[config.mk]
export PLATFORM = sky130hd
export DESIGN_NAME = cpu_irq_router
export DESIGN_NICKNAME = d
export VERILOG_FILES = /design/src/rtl/irqr_pkg.sv /design/src/rtl/irqr_ctrl.sv /design/src/rtl/irqr_datapath.sv /design/src/rtl/cpu_irq_router.sv
export SDC_FILE = /design/constraint.sdc
export NUM_CORES = 1
export LEC_CHECK = 0
export ABC_AREA = 1
export CAP_MARGIN = 5
export CORE_AREA = 2 2 216 218
export CTS_BUF_LIST = sky130_fd_sc_hd__clkbuf_4
export DETAILED_ROUTE_END_ITERATION = 10
export DIE_AREA = 0 0 218 220
export DONT_BUFFER_PORTS = 1
export HOLD_SLACK_MARGIN = 0.05
export MAX_ROUTING_LAYER = met4
export PLACE_DENSITY = 0.66
export SLEW_MARGIN = 30
export SYNTH_ARGS = -nofsm -noshare
export SYNTH_HDL_FRONTEND = slang
export SYNTH_HIERARCHICAL = 1
export SYNTH_SLANG_ARGS = --single-unit
[constraint.sdc]
create_clock -name clk -period 3.4 [get_ports clk]
set_input_delay 0.17 -clock clk [delete_from_list [all_inputs] [get_ports clk]]
set_output_delay 0.17 -clock clk [all_outputs]
set_load 0.05 [all_outputs]
[src/rtl/irqr_pkg.sv]
package irqr_pkg;
  localparam int NUM_CPU    = 4;
  localparam int NUM_SRC    = 64;
  localparam int DATA_W     = 64;
  localparam int ADDR_W     = 12;
  localparam int BE_W       = DATA_W / 8;
  localparam int LEGACY_BIT = 55;
  localparam int CPU_W      = $clog2(NUM_CPU);

  localparam logic [ADDR_W-1:0] RAW_OFFSET    = 12'h300;
  localparam int                VIEW_DISTANCE = 'h80;

  typedef enum logic [1:0] {RD_MASK, RD_MASKED, RD_RAW, RD_BAD} rdsel_e;

  typedef struct packed {
    logic [NUM_CPU-1:0] maskWr;
    logic               rdLoad;
    rdsel_e             rdSel;
    logic [CPU_W-1:0]   rdCpu;
  } strobe_t;

  // CPUs 0/1 sit in the low bank, 2/3 in the high bank, 0x40 apart
  function automatic logic [ADDR_W-1:0] maskOffset(input int cpu);
    return ADDR_W'('h200 + (cpu / 2) * 'h400 + (cpu % 2) * 'h40);
  endfunction

  function automatic logic [ADDR_W-1:0] viewOffset(input int cpu);
    return ADDR_W'(int'(maskOffset(cpu)) + VIEW_DISTANCE);
  endfunction
endpackage

[src/rtl/irqr_ctrl.sv]
module irqr_ctrl
  import irqr_pkg::*;
(
  input  logic              clk,
  input  logic              rstN,
  input  logic              regWrEn,
  input  logic              regRdEn,
  input  logic [ADDR_W-1:0] regAddr,
  input  logic [BE_W-1:0]   regByteEn,
  output strobe_t           stb
);
  logic fullWidth;
  assign fullWidth = &regByteEn;

  always_comb begin
    stb        = '0;
    stb.rdSel  = RD_BAD;
    stb.rdLoad = regRdEn;
    for (int i = 0; i < NUM_CPU; i++) begin
      if (fullWidth && regAddr == maskOffset(i)) begin
        stb.maskWr[i] = regWrEn;
        stb.rdSel     = RD_MASK;
        stb.rdCpu     = CPU_W'(i);
      end
      if (fullWidth && regAddr == viewOffset(i)) begin
        stb.rdSel = RD_MASKED;
        stb.rdCpu = CPU_W'(i);
      end
    end
    if (fullWidth && regAddr == RAW_OFFSET) stb.rdSel = RD_RAW;
  end


  one_mask_wr_chk: assert property (@(posedge clk) disable iff (!rstN)
    $onehot0(stb.maskWr));


  ro_write_chk: assert property (@(posedge clk) disable iff (!rstN)
    (regWrEn && (regAddr == RAW_OFFSET || regAddr == viewOffset(0) ||
                 regAddr == viewOffset(3))) |-> stb.maskWr == '0);


  partial_write_chk: assert property (@(posedge clk) disable iff (!rstN)
    (regWrEn && !(&regByteEn)) |-> stb.maskWr == '0);
endmodule

[src/rtl/irqr_datapath.sv]
module irqr_datapath
  import irqr_pkg::*;
(
  input  logic               clk,
  input  logic               rstN,
  input  strobe_t            stb,
  input  logic [NUM_SRC-1:0] devIrq,
  input  logic               legacyIrq,
  input  logic [DATA_W-1:0]  regWrData,
  output logic [DATA_W-1:0]  regRdData,
  output logic [NUM_CPU-1:0] cpuIrq
);
  logic [NUM_SRC-1:0] rawIn;
  logic [NUM_SRC-1:0] rawQ;
  logic [DATA_W-1:0]  maskQ [NUM_CPU];

  always_comb begin
    rawIn             = devIrq;
    rawIn[LEGACY_BIT] = legacyIrq;
  end

  always_ff @(posedge clk) begin
    if (!rstN) rawQ <= '0;
    else       rawQ <= rawIn;
  end

  for (genvar g = 0; g < NUM_CPU; g++) begin : gCpu
    always_ff @(posedge clk) begin
      if (!rstN)              maskQ[g] <= '0;
      else if (stb.maskWr[g]) maskQ[g] <= regWrData;
    end
    assign cpuIrq[g] = |(maskQ[g] & DATA_W'(rawQ));


    other_mask_stable_chk: assert property (@(posedge clk) disable iff (!rstN)
      !stb.maskWr[g] |=> $stable(maskQ[g]));


    zero_mask_quiet_chk: assert property (@(posedge clk) disable iff (!rstN)
      (stb.maskWr[g] && regWrData == '0) |=> !cpuIrq[g]);
  end

  always_ff @(posedge clk) begin
    if (!rstN) regRdData <= '0;
    else if (stb.rdLoad) begin
      case (stb.rdSel)
        RD_MASK:   regRdData <= maskQ[stb.rdCpu];
        RD_MASKED: regRdData <= maskQ[stb.rdCpu] & DATA_W'(rawQ);
        RD_RAW:    regRdData <= DATA_W'(rawQ);
        default:   regRdData <= '1;
      endcase
    end
  end


  raw_follow_chk: assert property (@(posedge clk) disable iff (!rstN)
    $past(rstN) |-> rawQ == $past(rawIn));


  legacy_bit_chk: assert property (@(posedge clk) disable iff (!rstN)
    $past(rstN) |-> rawQ[LEGACY_BIT] == $past(legacyIrq));


  rd_hold_chk: assert property (@(posedge clk) disable iff (!rstN)
    !stb.rdLoad |=> $stable(regRdData));
endmodule

[src/rtl/cpu_irq_router.sv]
module cpu_irq_router
  import irqr_pkg::*;
(
  input  logic               clk,
  input  logic               rstN,
  input  logic [NUM_SRC-1:0] devIrq,
  input  logic               legacyIrq,
  input  logic               regWrEn,
  input  logic               regRdEn,
  input  logic [ADDR_W-1:0]  regAddr,
  input  logic [BE_W-1:0]    regByteEn,
  input  logic [DATA_W-1:0]  regWrData,
  output logic [DATA_W-1:0]  regRdData,
  output logic [NUM_CPU-1:0] cpuIrq
);
  strobe_t stb;

  irqr_ctrl uCtrl (
    .clk(clk), .rstN(rstN), .regWrEn(regWrEn), .regRdEn(regRdEn),
    .regAddr(regAddr), .regByteEn(regByteEn), .stb(stb)
  );

  irqr_datapath uData (
    .clk(clk), .rstN(rstN), .stb(stb), .devIrq(devIrq),
    .legacyIrq(legacyIrq), .regWrData(regWrData),
    .regRdData(regRdData), .cpuIrq(cpuIrq)
  );
endmodule

# Yosys cells after proc, flatten, opt, wreduce, memory -nomap -nowiden
# Memory sizes are Yosys's and may differ from the RTL's.
# Index checks and enable logic that the tools add are counted.
dict set report totals {
  reg_bits 128
  ram_bits 256
  mem_count 1
}
# memory depth width rd rd_clocked_by_memory_dff wr line_no
set mem_list {}
lappend mem_list {uData.maskQ 4 64 5 0 4 irqr_datapath.sv:15} ;# logic [DATA_W-1:0] maskQ [NUM_CPU];
dict set report op_classes {
  eq_ne 11
  n_bitwise 9
  n_reduce_logical 15
  muxes 31
}
# op count
set op_table {}
lappend op_table {{$and 64x64->64} 5}
lappend op_table {{$mux 64} 4}
lappend op_table {{$reduce_or 64->1} 4}
lappend op_table {{$pmux 64 s3} 1}
lappend op_table {{$eq 12x10->1 const B} 5}
lappend op_table {{$eq 12x11->1 const B} 4}
lappend op_table {{$mux 4} 8}
lappend op_table {{$mux 1} 17}
lappend op_table {{$logic_and 1x1->1} 9}
lappend op_table {{$reduce_and 8->1} 1}
lappend op_table {{$or 1x1->1} 4}
lappend op_table {{$eq 2x1->1 const B} 1}
lappend op_table {{$eq 2x2->1 const B} 1}
lappend op_table {{$logic_not 2->1} 1}
lappend op_table {{$mux 2} 1}

# Depth between registers and ports, before layout
# Gate-level depths: netlist of the first run.
dict set report logic_depth {
  depth_word 13
  mapped_depth 16
}

# Hierarchy
# The synthesis of the first run kept the hierarchy.
# module cells_per_inst area_each_um2 instances
set by_module_without_submodules {}
lappend by_module_without_submodules {irqr_datapath 2265 17788.3 1}
lappend by_module_without_submodules {irqr_ctrl 69 350.3 1}

# Least setup slack after synthesis of the first run
# OpenSTA, ideal clock, no wires.
dict set report synth_timing {
  kind {in2reg}
  startpoint {input rstN}
  endpoint {memory uData.maskQ[0][0] (enable)}
  setup_time_ns 0.688
  arrival_ns 1.898
  setup_slack_ns 0.814
  stages 4
  t_required_ns 2.712
  cell_sequence {buf_2 > buf_2 > clkbuf_1 > nand2_1}
}
# item line_no
set synth_rtl {}
lappend synth_rtl {{from (decl)} cpu_irq_router.sv:5} ;# input logic rstN,
lappend synth_rtl {{to (decl)} irqr_datapath.sv:15}

==> run metrics, run 1 <==
Pwr Density a little under 500 nW/µm²; slack of the worst reg-to-reg path about 1.2 ns; count of cells along the worst register-to-register path 4; fraction of the cycle the final worst path needs 78.9%; overall routed net length between 50000 and 60000 µm; total number of placement rows 79; die height 220 µm; setup repair after global routing missed its margin no; via count of the first global-routing pass 16000; number of clock sinks around 380; number of buffers created by CTS 103; area delta synth->final 23.3%; Antenna Violating Nets Remaining 0; Min-Delay Startpoint regWrData[6]; sequential cell fraction of total power between 50% and 60%; Ys Warns 6; Switching Fraction between 20% and 30%; Post-Route Hold Slack 0.122 ns; clock share of power 40.7%; count of final hold-check violations 0; slowest cell on the critical path nand2_1; path type of the worst setup path reg2out; post-DR wirelength/cell 17.1 µm; TritonCTS clock tree yes; number of standard cells after synthesis 2334; VDD IR-drop max 0.273 mV; setup_tns 0 ns; I/O pin total 221; Clock transition at path regs 0.07 ns; layout cells sized above 1 8.79%; root buffer selected by CTS clkbuf_4; internal power component 7.97 mW; switching power 2.79 mW; data arrival at the endpoint of the critical path 2.51 ns; pre-CTS setup slack 0.777 ns; minimum setup slack in the final design 0.717 ns; core utilization of the finished layout about half; final global-route overflow total 0; total global routing track utilization 23.9%; time the final worst path needs with I/O delays and setup 2.68 ns; Largest stage delay, worst path 0.44 ns; number of max-slew violations in the final report 0; actual slew at the worst max-slew pin 0.988 ns; detail-routed via count per cell 4.93; cell area reported after detailed placement 18800 µm²; critical path's most frequent cell nand2_1; Hold Path Cell Cnt 3; number of buffers added on ports 0; Worst Setup End Kind primary output; leakage between 10 and 15 nW; DIE AREA 48000 µm²; clock buffer depth 3; end point of the worst hold path uData/maskQ[3][6]; r2r startpoint uData/regRdData[13]; cell chain of the critical path nand2_1, nand2_1, inv_1, nand2_1, nor2_1, nand2_1, nor2_1, nand2_1; DRC Markers 0; number of vias after detailed routing 16100; # nets final 2716; final weighted congestion in routability-driven placement 0.886; number of iterations in the first detailed-routing pass 6; total power consumption of the routed design 10.8 mW; first-pass GRT wire length 85400 µm; count of instances resized after the clock tree is built 0; crit path max fanout 2; data required time at the worst endpoint ~3.2 ns; number of antenna violations at the first check in global routing 5; end of the worst register-to-register path uData/regRdData[13]; H-Tree Level Count 3; Reg area 10200 µm²; Avg Inst Size Synth 7.77 µm²; multi-input logic area about 6500 µm²; Finish-stage setup viols 0; Post-Syn Nets ~2500; crit path launch type register; Core Footprint 45900 µm²; initial core utilization 39.5%; area of the mapped netlist between 15000 and 20000 µm²; max frequency 373 MHz; Layout Cells excl Fill 3262; maximum capacitance violations 0; number of fillers in the final layout 4333; post-placement cell count between 2000 and 3000; headroom to the max-slew limit 34.2%; later-pin clock latency in the skew report 0.85 ns; horizontal extent of the die 218 µm; number of distinct library cell variants in the gate-level netlist after synthesis 23; pin count of the biggest net entering global routing 135; class of the tightest hold or removal check in2reg; half-perimeter wire length after placement 34000 µm; number of storage elements in the synthesis netlist 384; worst clock skew 0.0216 ns; sequential cell area fraction in the yosys report roughly 57%; outcome finished clean; post-route cell area between 20000 and 25000 µm²; Comb pwr share 7.4%; initial drt markers 1285
[registers in the layout, indices dropped and copies added, names as in the netlist]
register,flops
uData/maskQ,256
uData/regRdData,64
uData/rawQ,64
[cells in the final DEF, fill, tap and decap left out, drive strengths merged]
| cell | instances |
|---|---|
| dfxtp | 128 |
| buf | 27 |
| nand3 | 159 |
| nor2 | 317 |
| inv | 256 |
| nor3 | 5 |
| a21oi | 65 |
| nand4 | 24 |
| a22oi | 1 |
| xor2 | 1 |
| dlygate4sd3 | 204 |
| clkinvlp | 1 |
| diode | 5 |
| clkbuf | 164 |
| o21ai | 67 |
| bufinv | 3 |
| clkinv | 23 |
| nand2 | 949 |
| edfxtp | 256 |
[routing by layer]
layer  GRT usage (%)  vias up  share of wire [%]
li1                -     7844                  -
met1            28.4     7427                 41
met2            38.8      710                 48
met3            4.82      106                8.4
met4            11.7        0                3.4
met5               -        -                  0
[cell families (layout without fill, tap and decap cells)]
group	after synthesis	after routing	share of synthesized area, %
buffers and inverters	362	678	7.82
other	0	5	0
AO/OA/AOI/OAI	133	133	3.72
flip-flops	384	384	56.5
XOR/XNOR	1	1	0.0897
AND/OR/NAND/NOR	1454	1454	31.9
[area by class of cell]
type,instances,share of cell area (%)
antenna,5,0.0560
clock buffer,164,5.51
clock inverter,28,0.867
inverter,255,4.29
multi-input combinational,1588,29.1
sequential,384,45.8
tap,607,3.40
timing repair buffer,231,10.9
[worst max-delay path by stage]
stage,endpoint,startpoint,cells after the start
after CTS,cpuIrq[0],uData/maskQ[0][20],8
after detailed placement,uData/regRdData[26],regAddr[1],13
after floorplan,uData/maskQ[0][0],rstN,4
after global placement,uData/regRdData[0],regAddr[1],13
after global routing,cpuIrq[0],uData/maskQ[0][20],8
final,cpuIrq[0],uData/maskQ[0][20],8
[synth_stat cells (all sizes together)]
cell type  count  share of area (%)
a21oi         65                1.8
nand3        159                4.5
nor3           5               0.14
o21ai         67                1.9
buf           54                1.4
nand4         24               0.83
clkbuf        53                1.1
a22oi          1              0.041
xor2           1              0.090
nand2        949                 20
edfxtp       256                 42
dfxtp        128                 14
inv          255                5.3
nor2         317                6.8
[power by group through the flow]
stage          Combinational [mW]  Sequential, mW  Clock, mW
6_report                    0.793            5.59       4.38
4_1_cts                     0.787            5.59       4.48
3_5_place_dp                0.539            5.69          0
3_3_place_gp                0.531            5.68          0
2_1_floorplan               0.407            5.63          0
5_1_grt                     0.887            5.62       4.74
[worst max-delay path, delay by kind of cell (launching register included)]
| family | cells | cell delay (ns) |
|---|---|---|
| simple gates | 7 | 1.23 |
| buf+inv | 1 | 0.06 |
| flops | 1 | 0.39 |
[repair_timing]
item | 4_1_cts | 5_1_grt
hold buffers | 206 | 0
endpoints found under the hold margin | 426 | 0
buffers inserted | 0 | 0
No activity file was read; power rests on OpenSTA's default activity.
==> run 2, diff against run 1 <==
- ABC_AREA: 1 -> 0
- CORE_AREA: 2 2 216 218 -> 2 2 210 212
- DIE_AREA: 0 0 218 220 -> 0 0 212 214
- PLACE_DENSITY: 0.66 -> 0.68
- clock period: 3.4 -> 2.2 ns (I/O delays scaled with it)
==> run metrics, run 2 <==
Synth Flop Type edfxtp_1 (unchanged); dominant cells by area after synthesis edfxtp_1 45%, dfxtp_1 15%, and3_1 9.5% (was edfxtp_1 42%, nand2_1 20%, dfxtp_1 14%); die height 214 µm (was 220 µm); hold buffer count at CTS 419 (was 206); final weighted congestion in routability-driven placement 1.09 (was 0.886); clock buffer depth 3 (unchanged); EDFF count, synth 256 (unchanged); count of instances resized after the clock tree is built 63 (was 0); number of buffers added on ports 0 (unchanged); Post-CTS Repair Setup Buffers 5 (was 0); sequential cell area fraction in the yosys report 60.4% (was 56.5%); Avg Inst Size Synth 12.9 µm² (was 7.77 µm²); stage reached 4_1_cts; number of buffers created by CTS 101 (was 103); number of distinct library cell variants in the gate-level netlist after synthesis 32 (was 23); H-Tree Level Count 3 (unchanged); most common cell in the synthesized netlist and3_1 (was nand2_1); top cell type's share of synthesized area 45.3% (was 42.4%); I/O pin total 221 (unchanged); library cell with the largest summed area after synthesis edfxtp_1 (unchanged); Ys Warns 6 (unchanged); initial core utilization 39.6% (was 39.5%); horizontal extent of the die 212 µm (was 218 µm); error message [ERROR RSZ-0060] Max buffer count reached.; Post-Syn Nets 1466 (was 2487); Post-synth top cells 257 x and3_1, 256 x edfxtp_1, 128 x dfxtp_1, 96 x clkbuf_1 (was 947 x nand2_1, 309 x nor2_1, 256 x edfxtp_1, 250 x inv_1, 156 x nand3_1); number of standard cells after synthesis 1313 (was 2334); number of storage elements in the synthesis netlist 384 (unchanged); half-perimeter wire length after placement 50700 µm (was 34000 µm); root buffer selected by CTS clkbuf_4 (unchanged); outcome aborted with a tool error (was finished clean); share of synthesized registers carrying an async set or reset 0% (unchanged); number of clock sinks 384 (unchanged); total number of placement rows 76 (was 79); area of the mapped netlist 17000 µm² (was 18100 µm²)
run 2: cell count changes after synthesis, sizes merged, moves of 38 or more:
| cell | delta |
|---|---|
| and2 | +65 |
| o211ai | +64 |
| nor2 | -314 |
| nand3 | -95 |
| clkbuf | +44 |
| a221oi | +64 |
| mux4 | +64 |
| buf | -38 |
| inv | -255 |
| nand2 | -884 |
| and3 | +257 |
| a21oi | -65 |
| a22o | +64 |
run 2: cell families after synthesis:
| kind of cell | Yosys count | synth area share, % |
|---|---|---|
| AND/OR/NAND/NOR | 495 | 17.0 |
| AO/OA/AOI/OAI | 257 | 11.4 |
| flip-flops | 384 | 60.4 |
| buffers and inverters | 113 | 2.69 |
| multiplexers | 64 | 8.49 |
run 2: metrics by stage:
stage | worst slack, ns | TNS, ns | hold WS [ns] | std cells | cell area [µm²]
3_5_place_dp | -0.0548 | -0.128 | 0.240 | 1898 | 18500
3_3_place_gp | -0.0843 | -0.164 | 0.239 | 1898 | 18500
2_1_floorplan | 0.0551 | 0 | 0.237 | 1313 | 17000
==> run 3, diff against run 2 <==
- CORE_AREA: 2 2 210 212 -> 2 2 264 266
- CTS_BUF_LIST: sky130_fd_sc_hd__clkbuf_4 -> unset
- DIE_AREA: 0 0 212 214 -> 0 0 266 268
- HOLD_SLACK_MARGIN: 0.05 -> unset
- MAX_ROUTING_LAYER: met4 -> unset
- PLACE_DENSITY: 0.68 -> unset
- PLACE_DENSITY_LB_ADDON: unset -> 0.15
- clock period: 2.2 -> 2.85 ns (I/O delays scaled with it)
==> run metrics, run 3 <==
cell chain of the critical path a22o_1, a221oi_1, nand4_1, or4_1, buf_4; post-route cell area between 20000 and 25000 µm²; class of the tightest hold or removal check in2reg; layout cells sized above 1 15.1%; area delta synth->final 30.1%; Ys Warns 6 (unchanged); DRC Markers 0; number of buffers created by CTS 47 (was 101); final weighted congestion in routability-driven placement 0.944 (was 1.09); end of the worst register-to-register path uData/regRdData[6]; number of antenna violations at the first check in global routing 10; top cell type's share of synthesized area 45.3% (unchanged); number of storage elements in the synthesis netlist 384 (unchanged); data arrival at the endpoint of the critical path approximately 2.7 ns; # nets final roughly 1700; later-pin clock latency in the skew report about 0.60 ns; worst path bufs/invs 1; Core Footprint roughly 68000 µm²; Worst Setup End Kind primary output; Post-synth top cells 257 x and3_1, 256 x edfxtp_1, 128 x dfxtp_1, 96 x clkbuf_1 (unchanged); total power consumption of the routed design 14.2 mW; area of the mapped netlist 17000 µm² (unchanged); Pwr Density 642 nW/µm²; register with the most flip-flops uData/maskQ; top library cells by usage in the layout, fill and taps aside 256 x and3_1, 256 x edfxtp_1, 205 x dlygate4sd3_1, 126 x dfxtp_1, 65 x nand2_1; end point of the worst hold path uData/regRdData[5]; Post-Syn Nets 1466 (unchanged); number of flip-flops under the largest register name ~260; number of buffers added on ports 0 (unchanged); Synth Flop Type edfxtp_1 (unchanged); sequential cell fraction of total power 49.2%; outcome finished with violations (was aborted with a tool error); number of iterations in the first detailed-routing pass 5; actual slew at the worst max-slew pin 0.878 ns; TritonCTS clock tree yes; violations in the final reports negative setup slack; clock buffer depth 3 (unchanged); Min-Delay Startpoint regRdEn; multi-input logic area 6450 µm²; final global-route overflow total 0; data required time at the worst endpoint 2.71 ns; cell area reported after detailed placement 18300 µm² (was 18500 µm²); registers with the highest flip-flop counts uData/maskQ (256), uData/rawQ (64), uData/regRdData (64); Reg area 10300 µm²; r2r startpoint uData/maskQ[2][6]; max frequency 348 MHz; number of distinct library cell variants in the gate-level netlist after synthesis 32 (unchanged); Largest stage delay, worst path 0.48 ns; count of final hold-check violations 0; H-Tree Level Count 2 (was 3); crit path max fanout 6; minimum setup slack in the final design -0.0197 ns; number of vias after detailed routing 13200; total number of placement rows 96 (was 76); dominant cells by area after synthesis edfxtp_1 45%, dfxtp_1 15%, and3_1 9.5% (unchanged); VDD IR-drop max 0.332 mV; Clock transition at path regs ~0.06 ns; root buffer selected by CTS clkbuf_16 (was clkbuf_4); count of cells along the worst register-to-register path 3; family with the most delay on the worst path simple AND/OR/NAND/NOR gates; initial core utilization 24.9% (was 39.6%); DIE AREA roughly 70000 µm²; core utilization of the finished layout about a third; Comb pwr share 6.8%; leakage 8.55 nW; total global routing track utilization 21.7%; maximum capacitance violations 0; fraction of the cycle the final worst path needs 101%; first-pass GRT wire length ~110000 µm; worst clock skew about 0.028 ns; overall routed net length 78300 µm; time the final worst path needs with I/O delays and setup 2.87 ns; pre-CTS setup slack 0.404 ns (was -0.0548 ns); EDFF count, synth 256 (unchanged); clock share of power 44.0%; slowest cell on the critical path dfxtp_1; switching power 3.73 mW; detail-routed via count per cell 5.44; number of clock sinks 384 (unchanged); post-placement cell count 2133 (was 1898); initial drt markers between 1000 and 1500; crit path launch type register; internal power component 10.5 mW; half-perimeter wire length after placement 55000 µm (was 50700 µm); headroom to the max-slew limit 41.5%; setup_tns -0.0197 ns; Finish-stage setup viols 1; horizontal extent of the die 266 µm (was 212 µm); pin count of the biggest net entering global routing between 200 and 250; Layout Cells excl Fill 2434; post-DR wirelength/cell 32.2 µm; share of synthesized registers carrying an async set or reset 0% (unchanged); Switching Fraction 26.3%; slack of the worst reg-to-reg path 1.42 ns; I/O pin total 221 (unchanged); number of max-slew violations in the final report 0; via count of the first global-routing pass 13100; Hold Path Cell Cnt 4; Avg Inst Size Synth 12.9 µm² (unchanged); library cell with the largest summed area after synthesis edfxtp_1 (unchanged); die height 268 µm (was 214 µm); path type of the worst setup path reg2out; sequential cell area fraction in the yosys report 60.4% (unchanged); most common cell in the synthesized netlist and3_1 (unchanged); number of standard cells after synthesis 1313 (unchanged); number of fillers in the final layout 6797; Post-Route Hold Slack 0.0334 ns; Antenna Violating Nets Remaining 0
==> run 3: cell counts after synthesis <==
No cell type changed its count.
==> run 3: cell families after synthesis <==
family          Yosys count  share of synthesized area, %
simple gates            495                          17.0
flops                   384                          60.4
mux                      64                          8.49
buf+inv                 113                          2.69
compound gates          257                          11.4
==> run 3: worst max-delay path by stage <==
stage	from	end	slack, ns	cells past startpoint
6_report	uData/rawQ[3]	cpuIrq[3]	-0.02	5
2_1_floorplan	regAddr[2]	uData/maskQ[0][0]	0.32	5
3_3_place_gp	uData/maskQ[2][38]	cpuIrq[2]	0.41	6
4_1_cts	uData/rawQ[54]	cpuIrq[3]	0.002	5
3_5_place_dp	uData/maskQ[2][38]	cpuIrq[2]	0.40	6
5_1_grt	uData/maskQ[1][47]	cpuIrq[1]	-0.02	6
==> run 3: worst min-delay path: stages <==
cell	delay (ns)
nor2b_4	0.02
buf_4	0.23
nand2_1	0.11
nand3_1	0.06
==> run 3: area by class of cell <==
type                       instances  share of cell area [%]
tap                              882                    5.00
sequential                       384                    46.4
antenna                            6                  0.0680
clock buffer                      67                    6.41
clock inverter                    21                   0.901
multi-input combinational        816                    29.2
timing repair buffer             258                    12.0
==> run 3: power by group through the flow <==
stage                     Clock (mW)  Sequential, mW  Combinational, mW
after floorplan                    0            6.79              0.436
after global placement             0            7.08              0.655
after detailed placement           0            7.08              0.652
after CTS                       6.36            6.97              0.955
after global routing            6.58            7.00               1.03
final                           6.24            6.98              0.968
==> run 3: layer usage <==
layer	GRT usage (%)	share of wire [%]
met1	29.3	43
met2	35.3	47
met3	4.29	7.6
met4	6.07	2.5
met5	0	0.10
==> run 3: timing repair <==
item,CTS,global route
setup endpoints to repair,4,4
setup buffers,0,1
gates resized for setup,11,9
pin swaps,1,3
hold endpoints to repair,320,0
hold buffers,206,0
==> run 4, diff against run 3 <==
- CTS_BUF_LIST: unset -> sky130_fd_sc_hd__clkbuf_16
==> run metrics, run 4 (same netlist as run 3, synthesis figures left out) <==
outcome finished with violations (unchanged); violations in the final reports negative setup slack (unchanged); number of buffers added on ports 0 (unchanged); path type of the worst setup path reg2out (unchanged); Worst Setup End Kind primary output (unchanged); data required time at the worst endpoint 2.71 ns (about the same); number of fillers in the final layout 6811 (was 6797); total number of placement rows 96 (unchanged); pre-CTS setup slack 0.404 ns (unchanged); detail-routed via count per cell 5.44 (about the same); TritonCTS clock tree yes (unchanged); DIE AREA 71300 µm² (unchanged); initial core utilization 24.9% (unchanged); routed wire length on met3 5790 µm (was 5980 µm); Post-Route Hold Slack 0.0307 ns (was 0.0334 ns); Pwr Density 636 nW/µm² (was 642 nW/µm²); top library cells by usage in the layout, fill and taps aside 256 x and3_1, 256 x edfxtp_1, 201 x dlygate4sd3_1, 126 x dfxtp_1, 65 x nand2_1 (was 256 x and3_1, 256 x edfxtp_1, 205 x dlygate4sd3_1, 126 x dfxtp_1, 65 x nand2_1); initial drt markers 1390 (was 1230); total global routing track utilization 21.7% (about the same); die height 268 µm (unchanged); final weighted congestion in routability-driven placement 0.944 (unchanged); final global-route overflow total 0 (unchanged); minimum setup slack in the final design -0.0372 ns (was -0.0197 ns); Core Footprint 68200 µm² (unchanged); cell chain of the critical path a22o_1, a221oi_1, nand4_1, or4_1, buf_4 (unchanged); core utilization of the finished layout 32.2% (was 32.4%); registers with the highest flip-flop counts uData/maskQ (256), uData/rawQ (64), uData/regRdData (64) (unchanged); layout cells sized above 1 15.0% (was 15.1%); H-Tree Level Count 2 (unchanged); post-placement cell count 2133 (unchanged); top sig layer met5 (unchanged); total power consumption of the routed design 14.0 mW (was 14.2 mW); data arrival at the endpoint of the critical path 2.74 ns (was 2.73 ns); pin count of the biggest net entering global routing 249 (was 245); Antenna Violating Nets Remaining 0 (unchanged); worst path bufs/invs 1 (unchanged); number of antenna violations at the first check in global routing 11 (was 10); half-perimeter wire length after placement 55000 µm (unchanged); worst clock skew 0.0314 ns (was 0.0284 ns); number of buffers created by CTS 47 (unchanged); number of iterations in the first detailed-routing pass 5 (unchanged); area delta synth->final 29.3% (was 30.1%); count of final hold-check violations 0 (unchanged); overall routed net length 78300 µm (about the same); detailed route wirelength on metal2 36900 µm (was 36800 µm); number of vias after detailed routing 13200 (about the same); Largest stage delay, worst path 0.49 ns (was 0.48 ns); max frequency 346 MHz (was 348 MHz); slowest cell on the critical path dfxtp_1 (unchanged); # nets final 1656 (was 1660); first-pass GRT wire length 108000 µm (about the same); crit path launch type register (unchanged); maximum capacitance violations 0 (unchanged); actual slew at the worst max-slew pin 0.872 ns (was 0.878 ns); family with the most delay on the worst path simple AND/OR/NAND/NOR gates (unchanged); time the final worst path needs with I/O delays and setup 2.89 ns (was 2.87 ns); number of clock sinks 384 (unchanged); crit path max fanout 6 (unchanged); class of the tightest hold or removal check in2reg (unchanged); later-pin clock latency in the skew report 0.60 ns (about the same); I/O pin total 221 (unchanged); clock buffer depth 3 (unchanged); register with the most flip-flops uData/maskQ (unchanged); post-DR wirelength/cell 32.3 µm (was 32.2 µm); Finish-stage setup viols 1 (unchanged); number of max-slew violations in the final report 0 (unchanged); Layout Cells excl Fill 2429 (was 2434); via count of the first global-routing pass 13000 (was 13100); DRC Markers 0 (unchanged); root buffer selected by CTS clkbuf_16 (unchanged); Clock transition at path regs 0.06 ns (about the same); headroom to the max-slew limit 41.9% (was 41.5%); number of flip-flops under the largest register name 256 (unchanged); horizontal extent of the die 266 µm (unchanged); VDD IR-drop max 0.333 mV (was 0.332 mV); routed length on met1 33800 µm (was 33500 µm); fraction of the cycle the final worst path needs 101% (about the same); leakage 8.53 nW (was 8.55 nW)
run 4: cell type report:
| type | count | area, µm² | share of cell area, % |
|---|---|---|---|
| multi-input combinational | 816 | 6440 | 29.3 |
| clock inverter | 37 | 259 | 1.18 |
| sequential | 384 | 10300 | 46.7 |
| antenna | 5 | 12.5 | 0.0570 |
| clock buffer | 51 | 1280 | 5.81 |
| timing repair buffer | 254 | 2610 | 11.9 |
| tap | 882 | 1100 | 5.03 |
run 4: metal layers:
layer	vias up	track usage [%]
met4	14	5.60
met5	-	0
met3	113	4.28
met1	6892	29.3
met2	575	35.5
li1	5630	-
run 4: worst paths after layout:
kind                                     startpoint             endpoint  slack, ns  cells past startpoint
worst max-delay path                  uData/rawQ[3]            cpuIrq[3]      -0.04                      5
worst min-delay path                        regRdEn   uData/regRdData[5]       0.03                      4
worst max register to register   uData/maskQ[1][47]  uData/regRdData[47]       1.41                      4
worst min register to register  uData/regRdData[57]  uData/regRdData[57]       0.71                      2
run 4: timing repair:
action	in CTS	in global routing
hold buffers	202	0
gates resized for setup	11	8
pin swaps	1	3
endpoints found under the setup margin	4	4
buffers inserted	0	1
hold endpoints to repair	320	0
run 4: worst min-delay path: stages:
cell and delay (ns):
nor2b_4 0.02, buf_4 0.23, nand2_1 0.11, nand3_1 0.06
run 4: through the flow:
stage / area [µm²] / setup TNS, ns
6_report: 22000 / -0.0372
5_1_grt: 22000 / -0.0217
4_1_cts: 21900 / 0
3_5_place_dp: 18300 / 0
3_3_place_gp: 18300 / 0
2_1_floorplan: 17000 / 0
run 4: where the power goes:
part	internal [mW]	switching, mW
Combinational	0.468	0.498
Clock	3.50	2.51
Sequential	6.25	0.729
Total	10.2	3.74
